===== config.mk =====
export PLATFORM = sky130hd
export DESIGN_NAME = exc_prio_resolver
export DESIGN_NICKNAME = d
export VERILOG_FILES = /design/src/rtl/exc_prio_pkg.sv /design/src/rtl/exc_irq_sync.sv /design/src/rtl/exc_cfg_regs.sv /design/src/rtl/exc_pend.sv /design/src/rtl/exc_select.sv /design/src/rtl/exc_prio_resolver.sv
export SDC_FILE = /design/constraint.sdc
export NUM_CORES = 1
export LEC_CHECK = 0
export BUFFER_PORTS_ARGS = -buffer_cell sky130_fd_sc_hd__buf_2
export CORE_ASPECT_RATIO = 1.2
export CORE_MARGIN = 1.5
export CORE_UTILIZATION = 57
export CTS_CLUSTER_SIZE = 40
export DETAILED_ROUTE_END_ITERATION = 10
export PLACE_DENSITY = 0.76
export SETUP_SLACK_MARGIN = 0.4
export SYNTH_ARGS = -nofsm -noshare
export SYNTH_HDL_FRONTEND = slang
export SYNTH_SLANG_ARGS = --single-unit

===== constraint.sdc =====
create_clock -name clk_i -period 30.6 [get_ports clk_i]
set_input_delay 1.53 -clock clk_i [delete_from_list [all_inputs] [get_ports clk_i]]
set_output_delay 1.53 -clock clk_i [all_outputs]
set_load 0.01 [all_outputs]

===== src/rtl/exc_prio_pkg.sv =====
package exc_prio_pkg;
  localparam int FIX_N    = 3;   // reset, nmi, hard fault
  localparam int SYS_N    = 7;   // programmable system sources
  localparam int LAT_N    = FIX_N + SYS_N;
  localparam int NUM_W    = 8;
  localparam int OFF_W    = NUM_W + 2;
  localparam int IRQ_BASE = 16;
  localparam int DBG_SYS  = 4;
  localparam int PSV_SYS  = 5;
  localparam int STK_SYS  = 6;

  typedef logic [NUM_W-1:0] exc_num_t;

  // source index -> exception number; indices ascend with number
  function automatic exc_num_t src_num(int idx);
    case (idx)
      0: return exc_num_t'(1);
      1: return exc_num_t'(2);
      2: return exc_num_t'(3);
      3: return exc_num_t'(4);
      4: return exc_num_t'(5);
      5: return exc_num_t'(6);
      6: return exc_num_t'(11);
      7: return exc_num_t'(12);
      8: return exc_num_t'(14);
      9: return exc_num_t'(15);
      default: return exc_num_t'(IRQ_BASE + idx - LAT_N);
    endcase
  endfunction

  function automatic logic is_reserved(exc_num_t n);
    return (n == '0) || ((n >= 8'd7) && (n <= 8'd10)) || (n == 8'd13);
  endfunction
endpackage


===== src/rtl/exc_irq_sync.sv =====
module exc_irq_sync #(
  parameter int W = 8
) (
  input  logic         clk_i,
  input  logic         rst_ni,
  input  logic [W-1:0] async_i,
  output logic [W-1:0] sync_o
);
  for (genvar g = 0; g < W; g++) begin : g_line
    logic [1:0] ff_q;
    always_ff @(posedge clk_i or negedge rst_ni) begin
      if (!rst_ni) ff_q <= '0;
      else         ff_q <= {ff_q[0], async_i[g]};
    end
    assign sync_o[g] = ff_q[1];
  end
endmodule


===== src/rtl/exc_cfg_regs.sv =====
module exc_cfg_regs
  import exc_prio_pkg::*;
#(
  parameter int NUM_IRQ = 8,
  parameter int PRIO_W  = 3,
  parameter int ADDR_W  = 3,
  parameter int DATA_W  = 32
) (
  input  logic                             clk_i,
  input  logic                             rst_ni,
  input  logic                             we_i,
  input  logic [ADDR_W-1:0]                addr_i,
  input  logic [DATA_W-1:0]                wdata_i,
  output logic [SYS_N-1:0]                 sys_en_o,
  output logic [NUM_IRQ-1:0]               irq_en_o,
  output logic [SYS_N-1:0][PRIO_W-1:0]     sys_prio_o,
  output logic [NUM_IRQ-1:0][PRIO_W-1:0]   irq_prio_o,
  output logic                             psv_set_o,
  output logic                             stk_sw_set_o,
  output logic                             tick_ie_o
);
  localparam int IRQ_EN_LSB = 8;
  localparam int IRQ_STRIDE = 4;
  localparam logic [ADDR_W-1:0] A_EN_SET  = ADDR_W'(0);
  localparam logic [ADDR_W-1:0] A_EN_CLR  = ADDR_W'(1);
  localparam logic [ADDR_W-1:0] A_SYS_PRI = ADDR_W'(2);
  localparam logic [ADDR_W-1:0] A_IRQ_PRI = ADDR_W'(3);
  localparam logic [ADDR_W-1:0] A_CTRL    = ADDR_W'(4);

  logic [SYS_N-1:0]               sys_en_q;
  logic [NUM_IRQ-1:0]             irq_en_q;
  logic [SYS_N-1:0][PRIO_W-1:0]   sys_prio_q;
  logic [NUM_IRQ-1:0][PRIO_W-1:0] irq_prio_q;
  logic                           tick_ie_q;

  wire sel_set  = we_i && (addr_i == A_EN_SET);
  wire sel_clr  = we_i && (addr_i == A_EN_CLR);
  wire sel_spri = we_i && (addr_i == A_SYS_PRI);
  wire sel_ipri = we_i && (addr_i == A_IRQ_PRI);
  wire sel_ctrl = we_i && (addr_i == A_CTRL);

  always_ff @(posedge clk_i or negedge rst_ni) begin
    if (!rst_ni) begin
      sys_en_q   <= '0;
      irq_en_q   <= '0;
      sys_prio_q <= '0;
      irq_prio_q <= '0;
      tick_ie_q  <= 1'b0;
    end else begin
      if (sel_set) begin
        sys_en_q <= sys_en_q | wdata_i[SYS_N-1:0];
        irq_en_q <= irq_en_q | wdata_i[IRQ_EN_LSB +: NUM_IRQ];
      end
      if (sel_clr) begin
        sys_en_q <= sys_en_q & ~wdata_i[SYS_N-1:0];
        irq_en_q <= irq_en_q & ~wdata_i[IRQ_EN_LSB +: NUM_IRQ];
      end
      if (sel_spri)
        for (int k = 0; k < SYS_N; k++) sys_prio_q[k] <= wdata_i[PRIO_W*k +: PRIO_W];
      if (sel_ipri)
        for (int k = 0; k < NUM_IRQ; k++) irq_prio_q[k] <= wdata_i[IRQ_STRIDE*k +: PRIO_W];
      if (sel_ctrl) tick_ie_q <= wdata_i[2];
    end
  end

  assign sys_en_o     = sys_en_q;
  assign irq_en_o     = irq_en_q;
  assign sys_prio_o   = sys_prio_q;
  assign irq_prio_o   = irq_prio_q;
  assign tick_ie_o    = tick_ie_q;
  assign psv_set_o    = sel_ctrl && wdata_i[0];
  assign stk_sw_set_o = sel_ctrl && wdata_i[1];

  logic unused_wdata;
  assign unused_wdata = ^wdata_i;

  // cleared enables are low after the write
  a_r4_en_clear: assert property (@(posedge clk_i) disable iff (!rst_ni)
    sel_clr |=> ((sys_en_q & $past(wdata_i[SYS_N-1:0])) == '0));
endmodule


===== src/rtl/exc_pend.sv =====
module exc_pend #(
  parameter int N = 10
) (
  input  logic         clk_i,
  input  logic         rst_ni,
  input  logic [N-1:0] set_i,
  input  logic [N-1:0] clr_i,
  output logic [N-1:0] pend_o
);
  logic [N-1:0] pend_q;

  always_ff @(posedge clk_i or negedge rst_ni) begin
    if (!rst_ni) pend_q <= '0;
    else         pend_q <= (pend_q & ~clr_i) | set_i;  // set beats clear
  end

  assign pend_o = pend_q;

  a_r10_set_latch: assert property (@(posedge clk_i) disable iff (!rst_ni)
    (|set_i) |=> ((pend_q & $past(set_i)) == $past(set_i)));
endmodule


===== src/rtl/exc_select.sv =====
module exc_select
  import exc_prio_pkg::*;
#(
  parameter int N      = 18,
  parameter int RANK_W = 4,
  parameter int IDX_W  = $clog2(N)
) (
  input  logic                        clk_i,
  input  logic                        rst_ni,
  input  logic [N-1:0]                req_i,
  input  logic [N-1:0]                en_i,
  input  logic [N-1:0][RANK_W-1:0]    rank_i,
  output logic                        win_vld_o,
  output logic [IDX_W-1:0]            win_idx_o,
  output logic [RANK_W-1:0]           win_rank_o
);
  // sources ordered by exception number, so strict less keeps the lower number on ties
  always_comb begin
    win_vld_o  = 1'b0;
    win_idx_o  = '0;
    win_rank_o = '1;
    for (int i = 0; i < N; i++) begin
      if (req_i[i] && en_i[i] && (!win_vld_o || (rank_i[i] < win_rank_o))) begin
        win_vld_o  = 1'b1;
        win_idx_o  = IDX_W'(i);
        win_rank_o = rank_i[i];
      end
    end
  end

  a_r2_fixed_first: assert property (@(posedge clk_i) disable iff (!rst_ni)
    (|req_i[FIX_N-1:0]) |-> (win_vld_o && (win_idx_o < IDX_W'(FIX_N))));

  a_r4_eligible: assert property (@(posedge clk_i) disable iff (!rst_ni)
    win_vld_o |-> (req_i[win_idx_o] && en_i[win_idx_o]));

  a_r5_dbg_gate: assert property (@(posedge clk_i) disable iff (!rst_ni)
    (win_vld_o && (win_idx_o == IDX_W'(FIX_N + DBG_SYS))) |-> en_i[FIX_N + DBG_SYS]);
endmodule


===== src/rtl/exc_prio_resolver.sv =====
module exc_prio_resolver
  import exc_prio_pkg::*;
#(
  parameter int NUM_IRQ = 8,
  parameter int PRIO_W  = 3,
  parameter int ADDR_W  = 3,
  parameter int DATA_W  = 32
) (
  input  logic                     clk_i,
  input  logic                     rst_ni,
  input  logic                     rst_req_i,
  input  logic                     nmi_i,
  input  logic                     hard_fault_i,
  input  logic                     mem_fault_i,
  input  logic                     bus_fault_i,
  input  logic                     usage_fault_i,
  input  logic                     svc_i,
  input  logic                     dbg_mon_i,
  input  logic                     tick_zero_i,
  input  logic [NUM_IRQ-1:0]       irq_i,
  input  logic                     reg_we_i,
  input  logic [ADDR_W-1:0]        reg_addr_i,
  input  logic [DATA_W-1:0]        reg_wdata_i,
  input  logic                     act_vld_i,
  input  logic signed [PRIO_W:0]   act_prio_i,
  input  logic                     take_i,
  output logic                     pend_any_o,
  output logic                     preempt_o,
  output logic [NUM_W-1:0]         exc_num_o,
  output logic [OFF_W-1:0]         vec_off_o
);
  localparam int N      = LAT_N + NUM_IRQ;
  localparam int RANK_W = PRIO_W + 1;
  localparam int IDX_W  = $clog2(N);

  logic [SYS_N-1:0]               sys_en;
  logic [NUM_IRQ-1:0]             irq_en;
  logic [SYS_N-1:0][PRIO_W-1:0]   sys_prio;
  logic [NUM_IRQ-1:0][PRIO_W-1:0] irq_prio;
  logic                           psv_set, stk_sw_set, tick_ie;
  logic [NUM_IRQ-1:0]             irq_sync;
  logic [LAT_N-1:0]               set_vec, clr_vec, pend;
  logic [N-1:0]                   req, en;
  logic [N-1:0][RANK_W-1:0]       rank;
  logic                           win_vld;
  logic [IDX_W-1:0]               win_idx, win_idx_q;
  logic [RANK_W-1:0]              win_rank, act_rank;
  exc_num_t                       win_num;

  exc_cfg_regs #(.NUM_IRQ(NUM_IRQ), .PRIO_W(PRIO_W), .ADDR_W(ADDR_W), .DATA_W(DATA_W)) u_cfg (
    .clk_i, .rst_ni, .we_i(reg_we_i), .addr_i(reg_addr_i), .wdata_i(reg_wdata_i),
    .sys_en_o(sys_en), .irq_en_o(irq_en), .sys_prio_o(sys_prio), .irq_prio_o(irq_prio),
    .psv_set_o(psv_set), .stk_sw_set_o(stk_sw_set), .tick_ie_o(tick_ie)
  );

  exc_irq_sync #(.W(NUM_IRQ)) u_sync (
    .clk_i, .rst_ni, .async_i(irq_i), .sync_o(irq_sync)
  );

  assign set_vec = {(tick_zero_i && tick_ie) || stk_sw_set, psv_set, dbg_mon_i, svc_i,
                    usage_fault_i, bus_fault_i, mem_fault_i, hard_fault_i, nmi_i, rst_req_i};

  wire take_fire = take_i && preempt_o;
  always_comb begin
    for (int k = 0; k < LAT_N; k++) clr_vec[k] = take_fire && (win_idx_q == IDX_W'(k));
  end

  exc_pend #(.N(LAT_N)) u_pend (
    .clk_i, .rst_ni, .set_i(set_vec), .clr_i(clr_vec), .pend_o(pend)
  );

  assign req = {irq_sync, pend};
  assign en  = {irq_en, sys_en, {FIX_N{1'b1}}};

  for (genvar g = 0; g < N; g++) begin : g_rank
    if (g < FIX_N) begin : g_fix
      assign rank[g] = RANK_W'(g);
    end else if (g < LAT_N) begin : g_sys
      assign rank[g] = RANK_W'(sys_prio[g-FIX_N]) + RANK_W'(FIX_N);
    end else begin : g_irq
      assign rank[g] = RANK_W'(irq_prio[g-LAT_N]) + RANK_W'(FIX_N);
    end
  end

  exc_select #(.N(N), .RANK_W(RANK_W), .IDX_W(IDX_W)) u_sel (
    .clk_i, .rst_ni, .req_i(req), .en_i(en), .rank_i(rank),
    .win_vld_o(win_vld), .win_idx_o(win_idx), .win_rank_o(win_rank)
  );

  // signed active level -> rank; idle ranks below every programmable level
  assign act_rank = act_vld_i ? (RANK_W'($unsigned(act_prio_i)) + RANK_W'(FIX_N)) : '1;
  assign win_num  = win_vld ? src_num(int'(win_idx)) : '0;

  always_ff @(posedge clk_i or negedge rst_ni) begin
    if (!rst_ni) begin
      pend_any_o <= 1'b0;
      preempt_o  <= 1'b0;
      exc_num_o  <= '0;
      vec_off_o  <= '0;
      win_idx_q  <= '0;
    end else begin
      pend_any_o <= win_vld;
      preempt_o  <= win_vld && (win_rank < act_rank);
      exc_num_o  <= win_num;
      vec_off_o  <= {win_num, 2'b00};
      win_idx_q  <= win_idx;
    end
  end

  a_r7_pre_needs_pend: assert property (@(posedge clk_i) disable iff (!rst_ni)
    preempt_o |-> pend_any_o);

  a_r12_no_reserved: assert property (@(posedge clk_i) disable iff (!rst_ni)
    pend_any_o |-> !is_reserved(exc_num_o));

  a_r11_take_clears: assert property (@(posedge clk_i) disable iff (!rst_ni)
    (take_fire && (win_idx_q < IDX_W'(LAT_N)) && !set_vec[win_idx_q]) |=> !pend[$past(win_idx_q)]);
endmodule


==> results.md <==
- Status: completed
- GRT overflow: 0
- Worst-Margin Slew: 0.891 ns
- Post CTS Setup Buffer Count: 0
- ANT cells: 0
- Most used cell, CP: ha_1
- Initial antenna violation count: 1
- Setup WS post-layout: 3.35 ns
- Period utilisation layout: 89.1%
- I/O pin cnt: 81
- CP arrival: 27.47 ns
- Initial core utilization: 59.1%
- 1st-iter DRT viols: 467
- Post-synth EDFFs: 0
- Detailed placement HPWL: 14.9 mm
- Clk_lat worst skew: 0.36 ns
- Worst slack at placement: 3.81 ns
- CP peak stage delay: 0.72 ns
- Max Buffers Root-to-Sink: 2
- CTS H-tree lvls: 3
- GRT Util Overall: 28.1%
- Core Area: 12800 um2
- Worst min path class: reg2reg
- Clock buffer count from CTS: 9
- Site Rows: 45
- Relative slew slack: 40.6%
- Via count: 6689
- Area Overhead vs Synth: 9.99%
- Die X: 108 um
- Drt via density: 6.20
- Global-route wire length before repair: 30.8 mm
- Mapped Avg Cell Area: 8.94 um2
- Netlist Area Pre-Place: 7580 um2
- Vias in the first global route: 6385
- PostCTS Resize Cnt: 0
- Clock Skew: 0.0102 ns
- GPL Wtd Cong: 0.949
- CTS tree: built
- Sequential-to-total area share from yosys stat: 33.0%
- Flops & latches, synth: 100
- Sinks on Clock Net: 100
- Fmax: 0.0367 GHz
- Slowest-stage cell, CP: a211oi_1
- Max-slew violations: 0
- RSZ-0062 raised after global routing: no
- Avg WL per Cell: 17.6 um
- Dpl cells: 1063
- Top FF cell, synth: dfrtp_1
- Distinct cell type count after synthesis: 97
- Clock transition at path regs: 0.07 ns
- NumNets Final: 1022
- Final Hold Vio Count: 0
- Endpoints failing setup: 0
- Die Ht: 129 um
- Fin crit period: 27.25 ns
- WP data required: 30.81 ns
- Setup TNS: 0 ns
- Post-Route WL: 19.0 mm
- Final Non-Filler Cells: 1079
- Yosys Warn Count: 0
- PortBufs: 71
- Max cap viols: 0
- Cts-stage hold buffer count: 0
- Die area: 14000 um2
- CP Class: reg2reg
- Remaining DRCs: 0
- Critical Path Start Type: flop
- FFs w/ async S/R, synth: 100%
- Drt pass-1 iters: 5
- Post-DRT Antenna Nets: 0
- CP Capture Type: flop
- Layout cells sized above 1: 18.6%
- Largest net degree at the start of global routing: 71
- CTS root buf: clkbuf_16
- Syn Inst Count: 848
- Max Fanout on Critical Path: 11
==> placed cells by master, fill, tap and decap left out, types with 5 or more instances in the layout <==
master       n
ha_1        51
or3_1        8
maj3_1       5
conb_1       7
inv_1       57
buf_2       70
o21ai_0     52
o21a_1      20
mux2_2      37
nor2_1      58
o32ai_1      5
nand2b_1     7
and2_1      13
xor2_1       5
xnor2_1     14
nor3_1      12
mux2i_1      6
a211o_1      6
dfrtp_1    100
buf_4        5
nand3_1     21
a21o_1      16
clkbuf_16    9
o211ai_1    10
a31oi_1     25
o31ai_1      7
nand2_1     89
o21ai_1     11
nand3b_1     7
a211oi_1    10
a21oi_1     58
==> metal layers <==
layer / GRT usage, % / wire (um) / vias up
met3: 4.12 / 824 / 36
met5: 0 / 13 / -
li1: - / - / 3246
met4: 9.13 / 477 / 2
met2: 50.7 / 9650 / 180
met1: 34.3 / 8020 / 3225
==> metrics by stage <==
stage	utilization, %	hold slack, ns	cell area (um2)
floorplan	-	0.331	7600
global placement	62.6	0.331	8040
detailed placement	62.6	0.336	8040
CTS	65.0	0.353	8340
global route	65.0	0.358	8340
finish	65.0	0.350	8340
==> cell families after synthesis <==
group / Yosys count / synth area share (%)
AOI/OAI and AO/OA: 289 / 27.1
DFF: 100 / 33.0
buffers and inverters: 87 / 5.17
other: 1 / 0.0495
adders and majority gates: 57 / 9.23
muxes: 45 / 6.68
and+or+nand+nor: 250 / 16.6
xor gates and xnor gates: 19 / 2.20
==> worst max-delay path, delay by kind of cell (launching register included) <==
family / cells / cell delay, ns
and+or+nand+nor: 33 / 6.65
adders and majority gates: 16 / 4.72
DFF: 1 / 0.54
AOI/OAI and AO/OA: 51 / 12.82
buffers and inverters: 3 / 0.22
muxes: 7 / 2.11
==> final timing paths <==
path,from,slack (ns),depth (start not counted),end
min in group asynchronous,rst_ni,1.09,1,u_cfg.irq_prio_o[21]
min reg2reg,u_sync.g_line[0].ff_q[0],0.35,0,u_sync.g_line[0].ff_q[1]
max in group asynchronous,rst_ni,28.28,2,u_cfg.sys_prio_o[3]
min,u_sync.g_line[0].ff_q[0],0.35,0,u_sync.g_line[0].ff_q[1]
max reg2reg,u_pend.pend_o[0],3.35,110,preempt_o
max,u_pend.pend_o[0],3.35,110,preempt_o
==> synthesized netlist by cell type (4+ instances only) <==
cell type  count  area share (%)
a21oi_1       58             3.8
nand3b_1       7            0.69
inv_1         57             2.8
o211ai_1      10            0.99
mux2i_1        6            0.79
nor3b_1        4            0.40
o21ai_1       11            0.73
xnor2_1       14             1.6
buf_4         13             1.3
o21bai_1       4            0.40
mux2_2        37             5.5
ha_1          51             8.4
o32ai_1        5            0.58
o31ai_1        7            0.69
xor2_1         5            0.58
nand2b_1       7            0.58
dfrtp_1      100              33
o22ai_1        4            0.33
nand3_1       21             1.4
a211oi_1      10            0.99
o21ai_0       52             3.4
maj3_1         5            0.66
a21o_1        16             1.6
or3_1          8            0.66
o211a_1        4            0.53
and2_1        13             1.1
a31oi_1       25             2.1
nor2_1        58             2.9
a211o_1        6            0.69
nor3_1        12            0.79
o21a_1        20             2.0
nand2_1       89             4.4
a311oi_1       4            0.46
clkbuf_1      13            0.64
==> final cells by class <==
class	count	area [um2]
clock buffer	9	225
clock inverter	7	73.8
fill	1122	4500
inverter	57	214
multi-input combinational	667	4730
sequential	100	2500
tap	164	205
timing repair buffer	75	388
Power is not shown: default switching activity piles up to over one toggle a cycle in this logic, so the estimate is an artifact.
